File: config.mk
export PLATFORM = sky130hd
export DESIGN_NAME = serport_top
export DESIGN_NICKNAME = d
export VERILOG_FILES = /design/src/rtl/serport_pkg.sv /design/src/rtl/serport_baud.sv /design/src/rtl/serport_atx.sv /design/src/rtl/serport_arx.sv /design/src/rtl/serport_shift.sv /design/src/rtl/serport_top.sv
export SDC_FILE = /design/constraint.sdc
export NUM_CORES = 1
export LEC_CHECK = 0
export CAP_MARGIN = 0
export CORE_MARGIN = 3
export CORE_UTILIZATION = 35
export DETAILED_ROUTE_END_ITERATION = 10
export PLACE_DENSITY = 0.56
export SLEW_MARGIN = 20
export SYNTH_ARGS = -nofsm -noshare
export SYNTH_HDL_FRONTEND = slang
export SYNTH_SLANG_ARGS = --single-unit
File: constraint.sdc
create_clock -name clk -period 2.6 [get_ports clk]
set_input_delay 0.26 -clock clk [delete_from_list [all_inputs] [get_ports clk]]
set_output_delay 0.26 -clock clk [all_outputs]
set_load 0.005 [all_outputs]
File: src/rtl/serport_pkg.sv
package serport_pkg;
  localparam int BYTE_W = 8;
  localparam int BAUD_W = 16;
  localparam int DIV_W  = BAUD_W - 1;
  localparam int OVS_W  = 3;
  localparam int ADDR_W = 2;

  localparam logic [ADDR_W-1:0] A_CTRL = 2'd0;
  localparam logic [ADDR_W-1:0] A_BAUD = 2'd1;
  localparam logic [ADDR_W-1:0] A_TXB  = 2'd2;

  typedef enum logic [1:0] {
    M_SHIFT = 2'd0,
    M_ASYNC8 = 2'd1,
    M_ASYNC9Q = 2'd2,
    M_ASYNC9 = 2'd3
  } sp_mode_e;
endpackage

File: src/rtl/serport_baud.sv
module serport_baud
  import serport_pkg::*;
(
  input  logic             clk,
  input  logic             rst_n,
  input  logic             wr_en,
  input  logic [BYTE_W-1:0] wdata,
  input  logic             xtal_en,
  input  logic             ext_en,
  output logic             tick
);
  logic [BYTE_W-1:0] lo_q, lo_d;
  logic              hi_q, hi_d;
  logic [BAUD_W-1:0] baud_q, baud_d;
  logic [DIV_W-1:0]  cnt_q, cnt_d;
  logic              tick_q, tick_d;
  logic              src_en;

  assign src_en = baud_q[BAUD_W-1] ? xtal_en : ext_en;

  always_comb begin
    lo_d   = lo_q;
    hi_d   = hi_q;
    baud_d = baud_q;
    cnt_d  = cnt_q;
    tick_d = 1'b0;
    if (wr_en) begin
      if (!hi_q) begin
        lo_d = wdata;
        hi_d = 1'b1;
      end else begin
        baud_d = {wdata, lo_q};
        hi_d   = 1'b0;
      end
    end
    if (src_en) begin
      if (cnt_q == '0) begin
        cnt_d  = baud_q[DIV_W-1:0];
        tick_d = 1'b1;
      end else begin
        cnt_d = cnt_q - 1'b1;
      end
    end
  end

  always_ff @(posedge clk or negedge rst_n) begin
    if (!rst_n) begin
      lo_q   <= '0;
      hi_q   <= 1'b0;
      baud_q <= {1'b1, {DIV_W{1'b0}}};
      cnt_q  <= '0;
      tick_q <= 1'b0;
    end else begin
      lo_q   <= lo_d;
      hi_q   <= hi_d;
      baud_q <= baud_d;
      cnt_q  <= cnt_d;
      tick_q <= tick_d;
    end
  end

  assign tick = tick_q;
endmodule

File: src/rtl/serport_atx.sv
module serport_atx
  import serport_pkg::*;
#(
  parameter int OVS = OVS_W
) (
  input  logic              clk,
  input  logic              rst_n,
  input  logic              tick,
  input  logic              start,
  input  logic              nine,
  input  logic              tb8,
  input  logic [BYTE_W-1:0] data,
  output logic              txd,
  output logic              busy,
  output logic              done
);
  localparam int FR_W = BYTE_W + 3;
  localparam int CNT_W = $clog2(FR_W);

  logic              busy_q, busy_d;
  logic [FR_W-1:0]   sh_q, sh_d;
  logic [OVS-1:0]    sub_q, sub_d;
  logic [CNT_W-1:0]  cnt_q, cnt_d;
  logic              done_q, done_d;
  logic [CNT_W-1:0]  last;

  assign last = nine ? CNT_W'(FR_W - 1) : CNT_W'(FR_W - 2);

  always_comb begin
    busy_d = busy_q;
    sh_d   = sh_q;
    sub_d  = sub_q;
    cnt_d  = cnt_q;
    done_d = 1'b0;
    if (!busy_q) begin
      if (start) begin
        busy_d = 1'b1;
        sh_d   = {1'b1, (nine ? tb8 : 1'b1), data, 1'b0};
        sub_d  = '0;
        cnt_d  = '0;
      end
    end else if (tick) begin
      sub_d = sub_q + 1'b1;
      if (sub_q == {OVS{1'b1}}) begin
        sh_d = {1'b1, sh_q[FR_W-1:1]};
        if (cnt_q == last) begin
          busy_d = 1'b0;
          done_d = 1'b1;
        end else begin
          cnt_d = cnt_q + 1'b1;
        end
      end
    end
  end

  always_ff @(posedge clk or negedge rst_n) begin
    if (!rst_n) begin
      busy_q <= 1'b0;
      sh_q   <= '1;
      sub_q  <= '0;
      cnt_q  <= '0;
      done_q <= 1'b0;
    end else begin
      busy_q <= busy_d;
      sh_q   <= sh_d;
      sub_q  <= sub_d;
      cnt_q  <= cnt_d;
      done_q <= done_d;
    end
  end

  assign txd  = busy_q ? sh_q[0] : 1'b1;
  assign busy = busy_q;
  assign done = done_q;
endmodule

File: src/rtl/serport_arx.sv
module serport_arx
  import serport_pkg::*;
#(
  parameter int OVS = OVS_W
) (
  input  logic              clk,
  input  logic              rst_n,
  input  logic              tick,
  input  logic              en,
  input  logic              nine,
  input  logic              din,
  output logic              done,
  output logic [BYTE_W-1:0] data,
  output logic              bit8,
  output logic              stop_ok
);
  localparam int SH_W  = BYTE_W + 1;
  localparam int IDX_W = $clog2(BYTE_W + 3);
  localparam logic [OVS-1:0] SMP_B = OVS'(2 ** (OVS - 1));
  localparam logic [OVS-1:0] SMP_A = SMP_B - 1'b1;
  localparam logic [OVS-1:0] SMP_C = SMP_B + 1'b1;

  logic              act_q, act_d;
  logic [OVS-1:0]    sub_q, sub_d;
  logic [IDX_W-1:0]  idx_q, idx_d;
  logic              sa_q, sa_d, sb_q, sb_d;
  logic [SH_W-1:0]   sh_q, sh_d;
  logic              done_q, done_d;
  logic              stop_q, stop_d;
  logic              vote;
  logic [IDX_W-1:0]  last;

  assign vote = (sa_q & sb_q) | (sa_q & din) | (sb_q & din);
  assign last = nine ? IDX_W'(BYTE_W + 2) : IDX_W'(BYTE_W + 1);

  always_comb begin
    act_d  = act_q;
    sub_d  = sub_q;
    idx_d  = idx_q;
    sa_d   = sa_q;
    sb_d   = sb_q;
    sh_d   = sh_q;
    done_d = 1'b0;
    stop_d = stop_q;
    if (!act_q) begin
      if (tick && en && !din) begin
        act_d = 1'b1;
        sub_d = OVS'(1);
        idx_d = '0;
      end
    end else if (tick) begin
      sub_d = sub_q + 1'b1;
      if (sub_q == SMP_A) sa_d = din;
      if (sub_q == SMP_B) sb_d = din;
      if (sub_q == SMP_C) begin
        if (idx_q == '0) begin
          if (vote) act_d = 1'b0;
          else      idx_d = idx_q + 1'b1;
        end else if (idx_q == last) begin
          act_d  = 1'b0;
          done_d = 1'b1;
          stop_d = vote;
        end else begin
          sh_d  = {vote, sh_q[SH_W-1:1]};
          idx_d = idx_q + 1'b1;
        end
      end
    end
  end

  always_ff @(posedge clk or negedge rst_n) begin
    if (!rst_n) begin
      act_q  <= 1'b0;
      sub_q  <= '0;
      idx_q  <= '0;
      sa_q   <= 1'b1;
      sb_q   <= 1'b1;
      sh_q   <= '0;
      done_q <= 1'b0;
      stop_q <= 1'b1;
    end else begin
      act_q  <= act_d;
      sub_q  <= sub_d;
      idx_q  <= idx_d;
      sa_q   <= sa_d;
      sb_q   <= sb_d;
      sh_q   <= sh_d;
      done_q <= done_d;
      stop_q <= stop_d;
    end
  end

  assign done    = done_q;
  assign data    = nine ? sh_q[BYTE_W-1:0] : sh_q[SH_W-1:1];
  assign bit8    = nine & sh_q[SH_W-1];
  assign stop_ok = stop_q;
endmodule

File: src/rtl/serport_shift.sv
module serport_shift
  import serport_pkg::*;
(
  input  logic              clk,
  input  logic              rst_n,
  input  logic              tick,
  input  logic              start_tx,
  input  logic              start_rx,
  input  logic [BYTE_W-1:0] data,
  input  logic              din,
  output logic              sclk,
  output logic              dout,
  output logic              doe,
  output logic              busy,
  output logic              tx_done,
  output logic              rx_done,
  output logic [BYTE_W-1:0] rx_byte
);
  localparam int CNT_W = $clog2(BYTE_W);

  logic              busy_q, busy_d;
  logic              dir_q, dir_d;
  logic              ph_q, ph_d;
  logic [CNT_W-1:0]  cnt_q, cnt_d;
  logic [BYTE_W-1:0] sh_q, sh_d;
  logic              txd_q, txd_d;
  logic              rxd_q, rxd_d;

  always_comb begin
    busy_d = busy_q;
    dir_d  = dir_q;
    ph_d   = ph_q;
    cnt_d  = cnt_q;
    sh_d   = sh_q;
    txd_d  = 1'b0;
    rxd_d  = 1'b0;
    if (!busy_q) begin
      if (start_tx || start_rx) begin
        busy_d = 1'b1;
        dir_d  = start_tx;
        ph_d   = 1'b0;
        cnt_d  = '0;
        if (start_tx) sh_d = data;
      end
    end else if (tick) begin
      if (!ph_q) begin
        ph_d = 1'b1;
        if (!dir_q) sh_d = {din, sh_q[BYTE_W-1:1]};
      end else begin
        ph_d = 1'b0;
        if (dir_q) sh_d = {1'b0, sh_q[BYTE_W-1:1]};
        if (cnt_q == CNT_W'(BYTE_W - 1)) begin
          busy_d = 1'b0;
          txd_d  = dir_q;
          rxd_d  = !dir_q;
        end else begin
          cnt_d = cnt_q + 1'b1;
        end
      end
    end
  end

  always_ff @(posedge clk or negedge rst_n) begin
    if (!rst_n) begin
      busy_q <= 1'b0;
      dir_q  <= 1'b0;
      ph_q   <= 1'b0;
      cnt_q  <= '0;
      sh_q   <= '0;
      txd_q  <= 1'b0;
      rxd_q  <= 1'b0;
    end else begin
      busy_q <= busy_d;
      dir_q  <= dir_d;
      ph_q   <= ph_d;
      cnt_q  <= cnt_d;
      sh_q   <= sh_d;
      txd_q  <= txd_d;
      rxd_q  <= rxd_d;
    end
  end

  assign sclk    = busy_q ? ph_q : 1'b1;
  assign dout    = sh_q[0];
  assign doe     = busy_q & dir_q;
  assign busy    = busy_q;
  assign tx_done = txd_q;
  assign rx_done = rxd_q;
  assign rx_byte = sh_q;
endmodule

File: src/rtl/serport_top.sv
module serport_top
  import serport_pkg::*;
(
  input  logic              clk,
  input  logic              rst_n,
  input  logic              reg_we,
  input  logic [ADDR_W-1:0] reg_addr,
  input  logic [BYTE_W-1:0] reg_wdata,
  input  logic              stat_rd,
  output logic [BYTE_W-1:0] stat_q,
  output logic [BYTE_W-1:0] rx_data,
  input  logic              xtal_en,
  input  logic              ext_en,
  output logic              txd,
  input  logic              rxd_in,
  output logic              rxd_out,
  output logic              rxd_oe,
  output logic              ti_irq,
  output logic              ri_irq
);
  sp_mode_e          mode_q, mode_d;
  logic              ren_q, ren_d, tb8_q, tb8_d;
  logic              ri_q, ri_d, ti_q, ti_d, rb8_q, rb8_d, fe_q, fe_d;
  logic [BYTE_W-1:0] rxb_q, rxb_d;
  logic              tiirq_q, riirq_q;
  logic              rs1_q, rs2_q;

  logic wr_ctrl, wr_baud, wr_txb, is_shift, nine;
  logic tick;
  logic atx_txd, atx_busy, atx_done;
  logic arx_done, arx_b8, arx_stop, arx_ok;
  logic [BYTE_W-1:0] arx_data;
  logic sh_sclk, sh_dout, sh_doe, sync_busy, sh_txdone, sh_rxdone;
  logic [BYTE_W-1:0] sh_rxbyte;
  logic set_ti, set_ri;

  assign wr_ctrl  = reg_we && (reg_addr == A_CTRL);
  assign wr_baud  = reg_we && (reg_addr == A_BAUD);
  assign wr_txb   = reg_we && (reg_addr == A_TXB);
  assign is_shift = (mode_q == M_SHIFT);
  assign nine     = mode_q[1];

  serport_baud u_baud (
    .clk(clk), .rst_n(rst_n), .wr_en(wr_baud), .wdata(reg_wdata),
    .xtal_en(xtal_en), .ext_en(ext_en), .tick(tick)
  );

  serport_atx #(.OVS(OVS_W)) u_atx (
    .clk(clk), .rst_n(rst_n), .tick(tick), .start(wr_txb && !is_shift),
    .nine(nine), .tb8(tb8_q), .data(reg_wdata),
    .txd(atx_txd), .busy(atx_busy), .done(atx_done)
  );

  serport_arx #(.OVS(OVS_W)) u_arx (
    .clk(clk), .rst_n(rst_n), .tick(tick), .en(ren_q && !is_shift),
    .nine(nine), .din(rs2_q), .done(arx_done), .data(arx_data),
    .bit8(arx_b8), .stop_ok(arx_stop)
  );

  serport_shift u_shift (
    .clk(clk), .rst_n(rst_n), .tick(tick),
    .start_tx(wr_txb && is_shift),
    .start_rx(wr_ctrl && (reg_wdata[1:0] == M_SHIFT) && reg_wdata[2]),
    .data(reg_wdata), .din(rs2_q),
    .sclk(sh_sclk), .dout(sh_dout), .doe(sh_doe), .busy(sync_busy),
    .tx_done(sh_txdone), .rx_done(sh_rxdone), .rx_byte(sh_rxbyte)
  );

  assign arx_ok = arx_done && ((mode_q != M_ASYNC9Q) || arx_b8);
  assign set_ti = atx_done | sh_txdone;
  assign set_ri = arx_ok | sh_rxdone;

  always_comb begin
    mode_d = mode_q;
    ren_d  = ren_q;
    tb8_d  = tb8_q;
    if (wr_ctrl) begin
      mode_d = sp_mode_e'(reg_wdata[1:0]);
      ren_d  = reg_wdata[2];
      tb8_d  = reg_wdata[3];
    end
    ri_d  = set_ri ? 1'b1 : (stat_rd ? 1'b0 : ri_q);
    ti_d  = set_ti ? 1'b1 : (stat_rd ? 1'b0 : ti_q);
    rb8_d = arx_ok ? arx_b8 : rb8_q;
    fe_d  = arx_ok ? !arx_stop : fe_q;
    rxb_d = rxb_q;
    if (sh_rxdone)   rxb_d = sh_rxbyte;
    else if (arx_ok) rxb_d = arx_data;
  end

  always_ff @(posedge clk or negedge rst_n) begin
    if (!rst_n) begin
      mode_q  <= M_SHIFT;
      ren_q   <= 1'b0;
      tb8_q   <= 1'b0;
      ri_q    <= 1'b0;
      ti_q    <= 1'b0;
      rb8_q   <= 1'b0;
      fe_q    <= 1'b0;
      rxb_q   <= '0;
      tiirq_q <= 1'b0;
      riirq_q <= 1'b0;
      rs1_q   <= 1'b1;
      rs2_q   <= 1'b1;
    end else begin
      mode_q  <= mode_d;
      ren_q   <= ren_d;
      tb8_q   <= tb8_d;
      ri_q    <= ri_d;
      ti_q    <= ti_d;
      rb8_q   <= rb8_d;
      fe_q    <= fe_d;
      rxb_q   <= rxb_d;
      tiirq_q <= set_ti;
      riirq_q <= set_ri;
      rs1_q   <= rxd_in;
      rs2_q   <= rs1_q;
    end
  end

  assign stat_q  = {4'b0000, fe_q, rb8_q, ti_q, ri_q};
  assign rx_data = rxb_q;
  assign txd     = sh_sclk & atx_txd;
  assign rxd_out = sh_dout;
  assign rxd_oe  = sh_doe;
  assign ti_irq  = tiirq_q;
  assign ri_irq  = riirq_q;
endmodule

==> results of run 1 <==
-- final cells by class --
class                      instances  area [sq um]  share of cell area [%]
clock inverter                    12           178                    2.57
sequential                       117          2950                    42.6
tap                              216           270                    3.90
clock buffer                      20           447                    6.45
inverter                          21          78.8                    1.14
multi-input combinational        341          2550                    36.8
timing repair buffer              48           455                    6.58
-- state kept, by name, indices dropped and copies added (netlist names), 2 cells and up --
signal           count
u_atx.sh_q          10
u_atx.cnt_q          4
u_arx.sh_q           9
u_arx.idx_q          4
u_baud.lo_q          8
u_baud.cnt_q        15
mode_q               2
rx_data              8
u_atx.sub_q          3
u_baud.baud_q       16
u_arx.sub_q          3
u_shift.cnt_q        3
u_shift.rx_byte      8
-- cell families after synthesis --
kind of cell	count (synthesis)	share of synthesized area (%)
flops	117	51.7
xor+xnor	6	0.921
buf+inv	46	4.01
other cells	1	0.0657
compound gates	90	10.5
simple gates	140	13.5
fa+ha+maj	14	3.03
mux	87	16.4
-- power by group through the flow --
stage	Combinational [W]	Sequential (W)	Clock, W
floorplan	0.000908	0.00270	0
global placement	0.00113	0.00281	0
detailed placement	0.00117	0.00283	0
CTS	0.00119	0.00281	0.00253
global route	0.00134	0.00288	0.00261
finish	0.00117	0.00281	0.00248
-- worst max-delay path: cells and delay by family, from the launching register on --
kind / cells / cell delay, ps
DFF: 1 / 540
AOI/OAI and AO/OA: 1 / 270
buffers and inverters: 2 / 630
-- final timing paths --
path / startpoint / to / slack (ps) / cells past startpoint
max: u_atx.sh_q[0]$_DFFE_PN1P_ / txd / 490 / 3
min: rxd_in / rs1_q$_DFF_PN1_ / 270 / 1
max reg2reg: u_baud.cnt_q[0]$_DFFE_PN0P_ / u_baud.cnt_q[10]$_DFFE_PN0P_ / 590 / 6
min reg2reg: rs1_q$_DFF_PN1_ / rs2_q$_DFF_PN1_ / 360 / 0
max in group asynchronous: rst_n / u_arx.stop_ok$_DFFE_PN1P_ / 1360 / 3
min in group asynchronous: rst_n / u_arx.sub_q[0]$_DFFE_PN0P_ / 450 / 2
-- Yosys cell counts (2+ instances only) --
cell	n
dfrtp_1	101
mux2_2	52
nor2_1	38
nand2_1	36
mux2i_1	35
o21ai_0	30
a21oi_1	21
inv_1	21
dfstp_2	16
ha_1	13
nand3_1	11
buf_4	10
buf_2	9
nand4_1	9
a2bb2oi_1	5
nor2b_1	5
nor3_1	5
nor3b_1	5
a21o_1	4
a22o_1	4
and3_1	4
o31ai_1	4
xor2_1	4
clkbuf_1	3
nand3b_1	3
nor4_1	3
o22ai_1	3
o41ai_1	3
or4_1	3
a31oi_1	2
and3b_1	2
buf_1	2
nand3_2	2
nor4_4	2
o21ai_1	2
or2_2	2
or3b_2	2
xnor2_1	2
-- stage by stage --
stage	instances	setup slack [ps]	utilization, %	power [W]
after CTS	775	475	43.4	0.00652
after global routing	775	423	43.4	0.00684
after detailed placement	742	475	39.4	0.00401
after floorplan	504	970	-	0.00360
after global placement	742	533	39.4	0.00395
final	775	495	43.4	0.00646
-- per-layer routing --
layer	vias to the layer above	GRT usage (%)
li1	1882	-
met4	0	5.03
met3	13	4.31
met5	-	0
met1	1949	20.5
met2	81	22.2
-- timing repair --
| action | CTS | global route |
|---|---|---|
| hold buffers | 1 | 0 |
| setup buffers | 0 | 0 |
| gates resized for setup | 0 | 0 |
| hold endpoints to repair | 36 | 0 |
==> flow_summary.toml, run 1 <==
[logic_synthesis]
netlist.area_leader.share_pct = 44.3
synth-seq-cells = 117
synthTopCellsByArea = "dfrtp_1, mux2_2, dfstp_2"
synthFlopType = "dfrtp_1"
synth.yosys.seq_area_share_pct = 51.7
synth-edff-count = 0
avgSynthCellArea_sq_um = 11.4
yosys.area.top_type = "dfrtp_1"
synth_cell_type_count = 61
netlist_area_sq_um = 5710
ys_warn_count = 0
synthCells = 501
async_flop_share_pct = 100

[die]
core.rowCount = 46
die_width_um = 134
core_area_sq_um = 15900
initial_core_util_pct = 35.8
chipHeight_um = 134
dieArea_sq_um = 17900
io_pins = 38

[detailed_routing]
first_pass_iters = 4
drt_iter0_drc = 205
ant_nets = 0
remaining_drc_errors = 0
top_layer_used = "met4"
wl_met3_um = 500
via_per_inst = 5.06
wirelength_um = 12300
wl_met1_um = 5970
wl_per_cell_um = 15.9
dr_total_vias = 3925
wl_met2_um = 5650

[global_routing]
track_usage_pct = 14.8
gr-total-overflow = 0
antenna_found_initial = 0
grt_pass1_vias = 3957
grt_max_degree = 53
grt_pass1_wl_um = 20800

[worst_setup_path]
cp_slowest_cell = "clkdlybuf4s50_1"
cp_max_fo = 3
crit_required_ps = 2340
cp_slowest_stage_delay_ps = 570
cp-end-kind = "primary output"
critPathKind = "register to primary output"
cp-start-kind = "register"
worstPathCellList = "inv_1 > a2bb2oi_1 > clkdlybuf4s50_1"
crit_arrival_ps = 1850

[clocking]
cts_tree = "built"
clk_pin_slew_ps = 50
clk_latency_ps = 410
htree_levels = 4
cts_buffers = 17
cts-root-buf = "clkbuf_16"
clkSinkCount = 117
clk_path_buf_depth = 2

[sta]
drv_slew = 0
rsz0062_at_grt = "no"
fin_tns_setup_ps = 0
period_needed_ps = 2110
finalSetupViolCount = 0
hold_viol_final = 0
holdWs_ps = 268
fmax_mhz = 475
finalCritPeriodShare_pct = 81.0
max-slew-margin-rel_pct = 53.6
tightest_slew_ps = 696
finalClockSkew_ps = 6.66

[power]
p_clk_share_pct = 38.4
switching_share_pct = 28.8
comb_power_share_pct = 18.1
power_switching_w = 0.00186
p_int_w = 0.00460
pwr_density_cell_nw_per_um2 = 933
p_leak_nw = 3.18
ir_worst_vdd_uv = 533
power_frac_seq_pct = 43.5

[layout]
final_nets = 576
final_cell_mix = "dfrtp_1, mux2_2, nor2_1, nand2_1, mux2i_1"
final_common_cell = "dfrtp_1"
finalInstanceArea_sq_um = 6920
synthToLayoutAreaGrowth_pct = 21.3
num_antenna_cells = 0
nFillCells = 1509
layout-drive-gt1-share_pct = 23.3

[status]
status = "complete, no violations"

[placement]
dpl.hpwl_um = 8440
globalplace.congestion = 0.810
placed_area_sq_um = 6290
port-buffer-count = 33

[min_path]
hold_class = "primary input to register"

[job]
max_cap_viol_count = 0
(Power assumes the default switching activity.)
==> run 2, diff against run 1 <==
Clock period 2.6 ns to 2 ns, I/O delays scaled along.
==> run 2 against run 1 <==
Compared with the run above:
- die area did not move
- power rose by 27%
- sequential share of layout area decreased by 0.64 points
- final cell count increased by 2.1%
- combinational power grew 34%
- cell area is 1.5% higher
- critical path depth did not move
- count of clock-buffer cells in the layout is 3 higher
- register-to-register slack lost 410 ps
- critical endpoint unchanged
- largest cell class unchanged
==> flow_summary.toml, run 2 (same netlist as run 1, synthesis figures left out) <==
[status]
status = "complete, no violations"

[power]
p_clk_share_pct = 35.7
p_int_w = 0.00577
ir_worst_vdd_uv = 726
pwr_density_cell_nw_per_um2 = 1170
comb_power_share_pct = 19.1
power_frac_seq_pct = 45.2
power_switching_w = 0.00242
p_leak_nw = 3.27
switching_share_pct = 29.6

[clocking]
cts-root-buf = "clkbuf_16"
clk_path_buf_depth = 2
htree_levels = 4
cts_buffers = 17
clk_pin_slew_ps = 50
clkSinkCount = 117
cts_tree = "built"
clk_latency_ps = 410

[worst_setup_path]
cp_slowest_cell = "dfstp_2"
cp-end-kind = "primary output"
crit_required_ps = 1800
r2r-start = "u_arx.sub_q[1]$_DFFE_PN0P_"
reg2reg_depth = 6
crit_start = "u_atx.sh_q[0]$_DFFE_PN1P_"
cp_max_fo = 3
critPathCapture = "txd"
r2r-end = "u_arx.sh_q[0]$_DFFE_PN0P_"
critPathKind = "register to primary output"
worstPathCellList = "inv_1 > a2bb2oi_2 > clkdlybuf4s50_1"
regToRegSetupSlack_ps = 180
crit_arrival_ps = 1690
cp-start-kind = "register"
cp_slowest_stage_delay_ps = 540

[global_routing]
grt_pass1_vias = 4011
track_usage_pct = 14.9
grt_max_degree = 33
grt_pass1_wl_um = 20900
antenna_found_initial = 0
gr-total-overflow = 0

[die]
dieArea_sq_um = 17900
core_area_sq_um = 15900
core.rowCount = 46
initial_core_util_pct = 35.8
die_width_um = 134
io_pins = 38
chipHeight_um = 134

[sta]
period_needed_ps = 1890
finalCritPeriodShare_pct = 94.5
fmax_mhz = 529
drv_slew = 0
hold_viol_final = 0
finalSetupViolCount = 0
fin_tns_setup_ps = 0
max-slew-margin-rel_pct = 54.9
finalClockSkew_ps = 7.07
tightest_slew_ps = 663
rsz0062_at_grt = "no"
setup_slack_ps = 109

[detailed_routing]
wirelength_um = 12400
ant_nets = 0
remaining_drc_errors = 0
dr_total_vias = 3947
via_per_inst = 4.99
first_pass_iters = 4
wl_per_cell_um = 15.7
drt_iter0_drc = 173

[placement]
dpl.cell_count = 754
globalplace.congestion = 0.805
dpl.hpwl_um = 8860
port-buffer-count = 33
dp_slack_ps = -7.35

[layout]
final_cell_mix = "dfrtp_1, mux2_2, nor2_1, nand2_1, mux2i_1"
fin_util_pct = 44.1
largest_register_ffs = 16
synthToLayoutAreaGrowth_pct = 23.2
regMostFlops = "u_baud.baud_q"
instances_no_fill = 791
final_nets = 592
num_antenna_cells = 0
nFillCells = 1509
top_regs = "u_baud.baud_q (16), u_baud.cnt_q (15), u_atx.sh_q (10)"
final_common_cell = "dfrtp_1"
layout-drive-gt1-share_pct = 26.1

[job]
max_cap_viol_count = 0

[min_path]
hold_class = "primary input to register"
hold_path_startpoint = "rxd_in"
run 2: changes by cell type in the layout (fill, tap and decap cells not counted), moves of 3 or more:
cell and change:
clkbuf_8 +4, bufinv_16 -3, clkinv_2 +4, buf_4 +15
clkinvlp_4 -3
run 2: cell type report:
cell class | count | area [sq um] | area share [%]
multi-input combinational | 341 | 2570 | 36.5
tap | 216 | 270 | 3.85
clock inverter | 9 | 76.3 | 1.09
clock buffer | 23 | 498 | 7.09
timing repair buffer | 64 | 588 | 8.37
sequential | 117 | 2950 | 41.9
inverter | 21 | 78.8 | 1.12
run 2: critical path: cells and delay by family (launching register included):
| family | cells | cell delay [ps] |
|---|---|---|
| AOI/OAI and AO/OA | 1 | 170 |
| buffers and inverters | 2 | 570 |
| DFF | 1 | 540 |
run 2: worst min path at each step:
stage | to | slack [ps] | cells after the start
after floorplan | fe_q$_DFFE_PN0P_ | -100 | 0
after global placement | u_arx.sub_q[2]$_DFFE_PN0P_ | 140 | 1
after detailed placement | u_arx.sub_q[1]$_DFFE_PN0P_ | 140 | 1
after CTS | rs1_q$_DFF_PN1_ | 180 | 1
after global routing | rs1_q$_DFF_PN1_ | 190 | 1
final | rs1_q$_DFF_PN1_ | 190 | 1
run 2: routing by layer:
layer	routed length [um]	vias up	GRT usage, %
li1	-	1912	-
met3	503	9	4.31
met5	0	-	0
met4	102	0	4.17
met2	5870	60	23.0
met1	5920	1966	20.5
run 2: what timing repair did:
item,in CTS,in global routing
gates resized for setup,2,1
endpoints found under the setup margin,2,4
buffers inserted,0,4
pin swaps,0,1
hold buffers,1,0
endpoints found under the hold margin,21,0
run 2: power by group through the flow:
stage                     Sequential (W)  Clock [W]  Combinational, W
after detailed placement         0.00371          0           0.00157
after global routing             0.00381    0.00312           0.00178
after floorplan                  0.00350          0           0.00118
after CTS                        0.00370    0.00300           0.00158
after global placement           0.00368          0           0.00150
final                            0.00370    0.00293           0.00157
run 2: metrics by stage:
step / area, sq um / power [W] / hold WS [ps]
floorplan: 5720 / 0.00468 / -95.6
global placement: 6390 / 0.00519 / 140
detailed placement: 6390 / 0.00528 / 139
CTS: 6990 / 0.00828 / 175
global route: 7030 / 0.00871 / 189
finish: 7030 / 0.00819 / 189
==> run 3, diff against run 2 <==
Settings changed: PLACE_DENSITY 0.56 to not set.
==> run 3 against run 2 <==
Compared with the run above:
- cell area decreased by 0.52%
- fmax decreased by 2.8%
- sequential share of layout area increased by 0.22 points
- sequential cell count unchanged
- highest routed layer unchanged
==> flow_summary.toml, run 3 (same netlist as run 1, synthesis figures left out) <==
[worst_setup_path]
worst-path-buf-inv = 0
r2r-end = "u_baud.cnt_q[11]$_DFFE_PN0P_"
cp-end-kind = "register"
cp_top_family = "simple AND/OR/NAND/NOR gates"
crit_arrival_ps = 2280
cp-start-kind = "register"
crit_required_ps = 2340
cp_slowest_cell = "or4_1"
reg2reg_depth = 4
regToRegSetupSlack_ps = 50
cp_max_fo = 11
critPathKind = "register to register"
cp_slowest_stage_delay_ps = 720
worstPathCellList = "or4_1 > nor4b_1 > mux2i_1 > o21ai_0"
r2r-start = "u_baud.cnt_q[2]$_DFFE_PN0P_"

[layout]
finalInstanceArea_sq_um = 6990
final_nets = 583
num_antenna_cells = 0
instances_no_fill = 782
largest_register_ffs = 16
layout-drive-gt1-share_pct = 24.0
top_regs = "u_baud.baud_q (16), u_baud.cnt_q (15), u_atx.sh_q (10)"
regMostFlops = "u_baud.baud_q"
final_common_cell = "dfrtp_1"
nFillCells = 1484
synthToLayoutAreaGrowth_pct = 22.5
seqCellArea_sq_um = 2950
multi_input_area_sq_um = 2570
final_cell_mix = "dfrtp_1, mux2_2, nor2_1, nand2_1, mux2i_1"

[global_routing]
antenna_found_initial = 0
track_usage_pct = 14.7
gr-total-overflow = 0
grt_pass1_wl_um = 20500
grt_pass1_vias = 3888
grt_max_degree = 44

[sta]
max-slew-margin-rel_pct = 38.4
finalClockSkew_ps = 10.4
setup_slack_ps = 53.8
fmax_mhz = 514
tightest_slew_ps = 899
finalSetupViolCount = 0
hold_viol_final = 0
period_needed_ps = 1950
drv_slew = 0
finalCritPeriodShare_pct = 97.3
rsz0062_at_grt = "no"
fin_tns_setup_ps = 0

[clocking]
clk_path_buf_depth = 2
clk_pin_slew_ps = 60
cts-root-buf = "clkbuf_16"
clkSinkCount = 117
clk_latency_ps = 420
cts_buffers = 17
cts_tree = "built"
htree_levels = 4

[detailed_routing]
first_pass_iters = 4
ant_nets = 0
wirelength_um = 12400
dr_total_vias = 3948
wl_per_cell_um = 15.8
drt_iter0_drc = 230
remaining_drc_errors = 0
via_per_inst = 5.05

[placement]
port-buffer-count = 33
globalplace.congestion = 0.816
dpl.cell_count = 749
dp_slack_ps = 64.8
dpl.hpwl_um = 8540
placed_area_sq_um = 6350

[min_path]
hold_depth = 1
holdPathEnd = "rs1_q$_DFF_PN1_"
hold_path_startpoint = "rxd_in"
hold_class = "primary input to register"

[die]
io_pins = 38
die_width_um = 134
initial_core_util_pct = 35.8
core.rowCount = 46
chipHeight_um = 134
dieArea_sq_um = 17900
core_area_sq_um = 15900

[power]
pwr_density_cell_nw_per_um2 = 1190
ir_worst_vdd_uv = 773
p_leak_nw = 3.24

[job]
max_cap_viol_count = 0

[status]
status = "complete, no violations"
==> run 3: metrics by stage <==
step	hold slack [ps]	utilization (%)	power [W]
after floorplan	-95.6	-	0.00468
after global placement	216	39.9	0.00517
after detailed placement	221	39.9	0.00525
after CTS	184	43.8	0.00839
after global routing	207	43.9	0.00881
final	194	43.9	0.00835
==> run 3: layer usage <==
layer / vias to the layer above / share of wire (%) / track usage [%]
li1: 1901 / - / -
met1: 1962 / 48 / 20.0
met2: 69 / 47 / 22.7
met3: 16 / 3.7 / 4.31
met4: 0 / 1.4 / 4.46
met5: - / 0 / 0
==> run 3: timing repair <==
action,CTS,global route
setup endpoints to repair,1,3
buffers inserted,0,0
gates resized for setup,1,2
hold endpoints to repair,22,0
pin swaps,0,0
hold buffers,1,0
==> run 3: area by class of cell <==
type,instances,area share (%)
flip-flops and latches,117,42.2
well taps,216,3.87
clock buffers,29,7.73
inverters,21,1.13
clock inverters,3,0.931
multi-input cells,341,36.7
repair buffers,55,7.44
==> run 3: power breakdown <==
group / switching [W] / leakage [nW] / internal, W
sequential: 0.000607 / 1.45 / 0.00308
clock: 0.00103 / 0.298 / 0.00206
combinational: 0.000756 / 1.49 / 0.000814
total: 0.00239 / 3.24 / 0.00596
==> run 3: worst reg2reg max path, delay by kind of cell (launching register included) <==
kind / cells / cell delay [ps]
mux: 1 / 130
compound gates: 1 / 160
simple gates: 2 / 1130
flops: 1 / 460
==> run 3: worst max-delay path by stage <==
stage                                startpoint                            to  depth (start not counted)
floorplan           u_baud.cnt_q[0]$_DFFE_PN0P_  u_baud.cnt_q[14]$_DFFE_PN0P_                          7
global placement    u_baud.cnt_q[0]$_DFFE_PN0P_  u_baud.cnt_q[10]$_DFFE_PN0P_                          6
detailed placement  u_baud.cnt_q[0]$_DFFE_PN0P_  u_baud.cnt_q[10]$_DFFE_PN0P_                          6
CTS                   u_atx.sh_q[0]$_DFFE_PN1P_                           txd                          3
global route        u_baud.cnt_q[2]$_DFFE_PN0P_  u_baud.cnt_q[11]$_DFFE_PN0P_                          4
finish              u_baud.cnt_q[2]$_DFFE_PN0P_  u_baud.cnt_q[11]$_DFFE_PN0P_                          4
